File: config.mk
export PLATFORM = sky130hd
export DESIGN_NAME = amap_translate
export DESIGN_NICKNAME = d
export VERILOG_FILES = /design/src/rtl/amap_pkg.sv /design/src/rtl/amap_page_reloc.sv /design/src/rtl/amap_shared_area.sv /design/src/rtl/amap_region_map.sv /design/src/rtl/amap_translate.sv
export SDC_FILE = /design/constraint.sdc
export NUM_CORES = 1
export LEC_CHECK = 0
export BUFFER_PORTS_ARGS = -buffer_cell sky130_fd_sc_hd__buf_2
export CAP_MARGIN = 20
export CORE_AREA = 2 2 63 65
export CTS_CLUSTER_SIZE = 16
export DETAILED_ROUTE_END_ITERATION = 16
export DIE_AREA = 0 0 65 67
export HOLD_SLACK_MARGIN = 0.06
export MAX_ROUTING_LAYER = met4
export PLACE_DENSITY_LB_ADDON = 0.08
export RECOVER_POWER = 25
export SLEW_MARGIN = 10
export SYNTH_ARGS = -nofsm -noshare
export SYNTH_HDL_FRONTEND = slang
export SYNTH_SLANG_ARGS = --single-unit
File: constraint.sdc
create_clock -name clk -period 0.8 [get_ports clk]
set_input_delay 0.08 -clock clk [delete_from_list [all_inputs] [get_ports clk]]
set_output_delay 0.08 -clock clk [all_outputs]
set_load 0.01 [all_outputs]
File: src/rtl/amap_pkg.sv
package amap_pkg;
    localparam int CPU_AW     = 16;
    localparam int PHYS_AW    = 18;
    localparam int PTR_BANK_W = PHYS_AW - CPU_AW;

    typedef enum logic [2:0] {
        TGT_PORT  = 3'd0,
        TGT_MMU   = 3'd1,
        TGT_IO    = 3'd2,
        TGT_SYS   = 3'd3,
        TGT_IFROM = 3'd4,
        TGT_EFROM = 3'd5,
        TGT_CHAR  = 3'd6,
        TGT_RAM   = 3'd7
    } tgt_e;

    typedef struct packed {
        tgt_e               tgt;
        logic [PHYS_AW-1:0] phys;
    } map_res_t;

    function automatic tgt_e decode_sel(input logic [1:0] sel, input tgt_e rom00);
        case (sel)
            2'b00:   return rom00;
            2'b01:   return TGT_IFROM;
            2'b10:   return TGT_EFROM;
            default: return TGT_RAM;
        endcase
    endfunction

    function automatic logic is_rom(input tgt_e t);
        return (t == TGT_SYS) || (t == TGT_IFROM) || (t == TGT_EFROM) || (t == TGT_CHAR);
    endfunction
endpackage

File: src/rtl/amap_page_reloc.sv
module amap_page_reloc
    import amap_pkg::*;
#(
    parameter int PAGE = 0
) (
    input  logic [CPU_AW-1:0]  addr,
    input  logic [7:0]         ptr_page,
    input  logic [3:0]         ptr_bank,
    output logic               hit,
    output logic [PHYS_AW-1:0] phys
);
    always_comb begin
        hit  = (addr[CPU_AW-1:8] == 8'(PAGE));
        phys = {ptr_bank[PTR_BANK_W-1:0], ptr_page, addr[7:0]};
    end
endmodule

File: src/rtl/amap_shared_area.sv
module amap_shared_area
    import amap_pkg::*;
#(
    parameter int BASE_SHIFT = 10
) (
    input  logic [CPU_AW-1:0] addr,
    input  logic [7:0]        rcr,
    output logic              hit
);
    localparam int EXT_W = CPU_AW + 1;
    localparam logic [EXT_W-1:0] SPAN = EXT_W'(1) << CPU_AW;

    logic [EXT_W-1:0] limit;
    logic [EXT_W-1:0] addr_x;
    logic [1:0]       part_hit;

    always_comb begin
        case (rcr[1:0])
            2'b00:   limit = EXT_W'(1) << BASE_SHIFT;
            2'b01:   limit = EXT_W'(1) << (BASE_SHIFT + 2);
            2'b10:   limit = EXT_W'(1) << (BASE_SHIFT + 3);
            default: limit = EXT_W'(1) << (BASE_SHIFT + 4);
        endcase
        addr_x = {1'b0, addr};
    end

    // part 0 = bottom block (rcr bit 2), part 1 = top block (rcr bit 3)
    for (genvar g = 0; g < 2; g++) begin : g_part
        if (g == 0) begin : g_bottom
            assign part_hit[g] = rcr[2] && (addr_x < limit);
        end else begin : g_top
            assign part_hit[g] = rcr[3] && (addr_x >= (SPAN - limit));
        end
    end

    assign hit = |part_hit;
endmodule

File: src/rtl/amap_region_map.sv
module amap_region_map
    import amap_pkg::*;
(
    input  logic [CPU_AW-1:0]  addr,
    input  logic               we,
    input  logic [7:0]         cr,
    output tgt_e               tgt,
    output logic [PHYS_AW-1:0] phys
);
    tgt_e raw;

    always_comb begin
        case (addr[15:14])
            2'b00: raw = TGT_RAM;
            2'b01: raw = cr[1] ? TGT_RAM : TGT_SYS;
            2'b10: raw = decode_sel(cr[3:2], TGT_SYS);
            default: begin
                if (addr[13:12] == 2'b01)
                    raw = cr[0] ? decode_sel(cr[5:4], TGT_CHAR) : TGT_IO;
                else
                    raw = decode_sel(cr[5:4], TGT_SYS);
            end
        endcase
        tgt = (we && is_rom(raw)) ? TGT_RAM : raw;
        if (tgt == TGT_RAM)
            phys = {{(PTR_BANK_W-1){1'b0}}, cr[6], addr};
        else
            phys = {{PTR_BANK_W{1'b0}}, addr};
    end
endmodule

File: src/rtl/amap_translate.sv
module amap_translate
    import amap_pkg::*;
#(
    parameter logic [15:0] WIN_BASE  = 16'hFF00,
    parameter int          WIN_COUNT = 5
) (
    input  logic               clk,
    input  logic               rst_n,
    input  logic [15:0]        cpu_addr,
    input  logic               cpu_we,
    input  logic [7:0]         cfg_cr,
    input  logic [7:0]         cfg_rcr,
    input  logic [7:0]         zp_page,
    input  logic [3:0]         zp_bank,
    input  logic [7:0]         sp_page,
    input  logic [3:0]         sp_bank,
    output logic [2:0]         map_tgt,
    output logic [17:0]        map_phys
);
    localparam logic [16:0] WIN_END = {1'b0, WIN_BASE} + 17'(WIN_COUNT);

    tgt_e               reg_tgt;
    logic [PHYS_AW-1:0] reg_phys;
    logic               shared_hit;
    logic [7:0]         ptr_page [2];
    logic [3:0]         ptr_bank [2];
    logic [1:0]         rel_hit;
    logic [PHYS_AW-1:0] rel_phys [2];
    map_res_t           res_d, res_q;

    assign ptr_page[0] = zp_page;
    assign ptr_bank[0] = zp_bank;
    assign ptr_page[1] = sp_page;
    assign ptr_bank[1] = sp_bank;

    amap_region_map u_region (
        .addr (cpu_addr),
        .we   (cpu_we),
        .cr   (cfg_cr),
        .tgt  (reg_tgt),
        .phys (reg_phys)
    );

    amap_shared_area u_shared (
        .addr (cpu_addr),
        .rcr  (cfg_rcr),
        .hit  (shared_hit)
    );

    for (genvar p = 0; p < 2; p++) begin : g_reloc
        amap_page_reloc #(.PAGE(p)) u_reloc (
            .addr     (cpu_addr),
            .ptr_page (ptr_page[p]),
            .ptr_bank (ptr_bank[p]),
            .hit      (rel_hit[p]),
            .phys     (rel_phys[p])
        );
    end

    // later assignments win: lowest priority first
    always_comb begin
        res_d.tgt  = reg_tgt;
        res_d.phys = reg_phys;
        if (shared_hit) begin
            res_d.tgt  = TGT_RAM;
            res_d.phys = {{PTR_BANK_W{1'b0}}, cpu_addr};
        end
        if (rel_hit[1]) begin
            res_d.tgt  = TGT_RAM;
            res_d.phys = rel_phys[1];
        end
        if (rel_hit[0]) begin
            res_d.tgt  = TGT_RAM;
            res_d.phys = rel_phys[0];
        end
        if (({1'b0, cpu_addr} >= {1'b0, WIN_BASE}) && ({1'b0, cpu_addr} < WIN_END)) begin
            res_d.tgt  = TGT_MMU;
            res_d.phys = {{PTR_BANK_W{1'b0}}, cpu_addr};
        end
        if (cpu_addr[15:1] == 15'd0) begin
            res_d.tgt  = TGT_PORT;
            res_d.phys = {{PTR_BANK_W{1'b0}}, cpu_addr};
        end
    end

    always_ff @(posedge clk or negedge rst_n) begin
        if (!rst_n) res_q <= '{tgt: TGT_PORT, phys: '0};
        else        res_q <= res_d;
    end

    assign map_tgt  = res_q.tgt;
    assign map_phys = res_q.phys;
endmodule

==> flow_summary.ini <==
[outcome]
outcome = finished with violations
violations = negative setup slack

[grt]
top_usage_layer = met2
first_global_vias = 1469
antenna_found_initial = 0
grtUsageMet1 = 0.211
global_route.usage.met2 = 0.351
use_met3 = 0.0236
overflow = 0
grt_pass1_wl_mm = 6.24
grt_max_degree = 22
grt_usage = 0.189

[power]
peakVddDrop_mv = 0.455
p_leak_uw = 0.00111
switchingPower_uw = 712
swShare = 0.276
p_int_uw = 1860
pwr-share-clk = 0.273
p_comb_frac = 0.288
pwr_density_cell_nw_per_um2 = 1160
p_seq_frac = 0.439

[drt]
final_antenna_net_count = 0
drc_errors = 0
dr.pass1.iters = 4
vias_per_cell = 4.86
wl_mm = 3.84
via_count = 1478
drt_iter0_markers = 59
routedWlPerCell_um = 12.6

[setup_path]
cp.arrival_ns = 1.73
cp_cell_sequence = buf_6, or4_4, or3_4, buf_4, buf_6, nor2_4, a31oi_4, nor2b_1
critPathLaunchType = input port
crit_fanout = 4
crit_top_cell = buf_6
path_class = in2reg
slowest_delay_ns = 0.54
crit_required_ns = 0.95
crit_path_end_kind = flop
cpMaxStageDelayCell = or4_4

[timing]
finalHoldViolations = 0
finalSetupTns_ns = -9.31
rsz0062_at_grt = true
setup_viol = 34
clock.fmax_mhz = 631
layout_min_cycle_time_ns = 1.58
fin_crit_sh = 1.98
drv_slew = 0
post-route-worst-setup-slack_ns = -0.785

[clock_tree]
cts_buffers = 3
cts.sinks = 21
cts-root-buf = clkbuf_8
cts_htree_levels = 1
cts_buffer_depth = 2
cts_tree = built
path_clk_slew_ns = 0.08

[min_path]
hold_path_class = in2reg

[logic_synthesis]
yosys_warnings = 0
syn-cell-area_um2 = 1370
syn_avg_cell_area_um2 = 9.35
synth_cells = 147
ys.flop_type = dfrtp_1
synth_edf_count = 0
seq_area_frac_synth = 0.383
ys_async_sr_fraction = 1.00
ys_types = 40
synth_seq_cells = 21
synth.net_count = 221

[die]
die_h_um = 67
rows = 22
start_util = 0.381
die_area_um2 = 4360
pin_count = 80
die_w_um = 65
core_um2 = 3610

[placement]
preCtsSetupSlack_ns = -1.16
gp_congestion = 0.771
hpwl_mm = 3.05
io_buffers = 70

[layout]
n_antenna_cell = 0
final_cell_mix = buf_2, buf_4, dfrtp_1
fin_util = 0.618
nets = 331
synthToLayoutAreaGrowth_pct = 62.1
filler_cell_count = 336
final_common_cell = buf_2
drive_above_1_share = 0.457

[flow_run]
drv_cap = 0
[worst max-delay path, delay by kind of cell]
kind,cells,cell delay (ns)
AND/OR/NAND/NOR,4,1.24
buffers and inverters,3,0.35
AO/OA/AOI/OAI,1,0.05
[timing repair]
item | CTS | global route
gates resized for setup | 10 | 6
hold endpoints to repair | 29 | 0
setup endpoints to repair | 34 | 34
hold buffers | 9 | 0
pin swaps | 8 | 3
buffers inserted | 1 | 1
[per-layer routing]
metal  wire (um)  vias to the layer above  share of wire
met5           0                        -              0
met4          32                        0         0.0083
met3         177                        4          0.046
met2        2050                       44           0.53
met1        1590                      690           0.41
li1            -                      740              -
[through the flow]
step / hold slack, ns / area [um2] / total power (uW) / cells
6_report: 0.0614 / 2230 / 2580 / 304
5_1_grt: 0.0757 / 2230 / 2720 / 304
4_1_cts: 0.0618 / 2200 / 2580 / 304
3_5_place_dp: 0.0619 / 2000 / 1840 / 290
3_3_place_gp: 0.0479 / 2000 / 1820 / 290
2_1_floorplan: -0.216 / 1380 / 1460 / 147
[state kept, by name, summed over array words and instances (netlist names)]
register / flops
map_tgt: 3
map_phys: 18
[power by group through the flow]
stage	combinational (uW)	sequential (uW)	clock, uW
global route	827	1140	758
detailed placement	682	1150	0
global placement	666	1150	0
finish	741	1130	705
CTS	740	1130	705
floorplan	270	1190	0
[synthesized netlist by cell type, types with 2 or more instances]
cell type  count  share of area
nor2_1         5          0.014
conb_1         2         0.0055
o21ai_0        7          0.025
a21oi_1       10          0.036
and2_1         2         0.0091
nand3_1        4          0.015
o32a_1         3          0.022
nor3b_1        2          0.011
nand2b_1       7          0.032
ha_1          15           0.14
or3_1          2         0.0091
a31oi_1        3          0.014
o21bai_1       4          0.022
inv_1         14          0.038
nand2_1       10          0.027
o22ai_1        2         0.0091
nor2b_1        3          0.014
mux2i_1        3          0.022
a211oi_1       2          0.011
nor3_1         2         0.0073
clkbuf_1       6          0.016
dfrtp_1       21           0.38
[worst paths after layout]
| kind | start | to | slack [ns] | cells after the start |
|---|---|---|---|---|
| min in group asynchronous | rst_n | map_phys[3]$_DFF_PN0_ | 0.30 | 2 |
| max | cpu_addr[4] | map_tgt[2]$_DFF_PN0_ | -0.78 | 8 |
| min | zp_page[7] | map_phys[15]$_DFF_PN0_ | 0.06 | 2 |
| max in group asynchronous | rst_n | map_phys[0]$_DFF_PN0_ | 0.17 | 2 |
[cell type report]
| class | count | area (um2) | area share |
|---|---|---|---|
| flip-flops and latches | 21 | 526 | 0.236 |
| clock buffers | 4 | 45.0 | 0.0202 |
| repair buffers | 112 | 691 | 0.310 |
| inverters | 14 | 52.6 | 0.0236 |
| multi-input cells | 105 | 853 | 0.383 |
| well taps | 48 | 60.1 | 0.0270 |
[cell families (layout without fill, tap and decap cells)]
family / count (synthesis) / count (layout) / synth area share
flops: 21 / 21 / 0.383
mux: 3 / 3 / 0.0219
fa+ha+maj: 15 / 15 / 0.137
simple gates: 43 / 43 / 0.171
buf+inv: 21 / 130 / 0.0628
compound gates: 42 / 42 / 0.220
other cells: 2 / 2 / 0.00547
(Power assumes the default switching activity.)
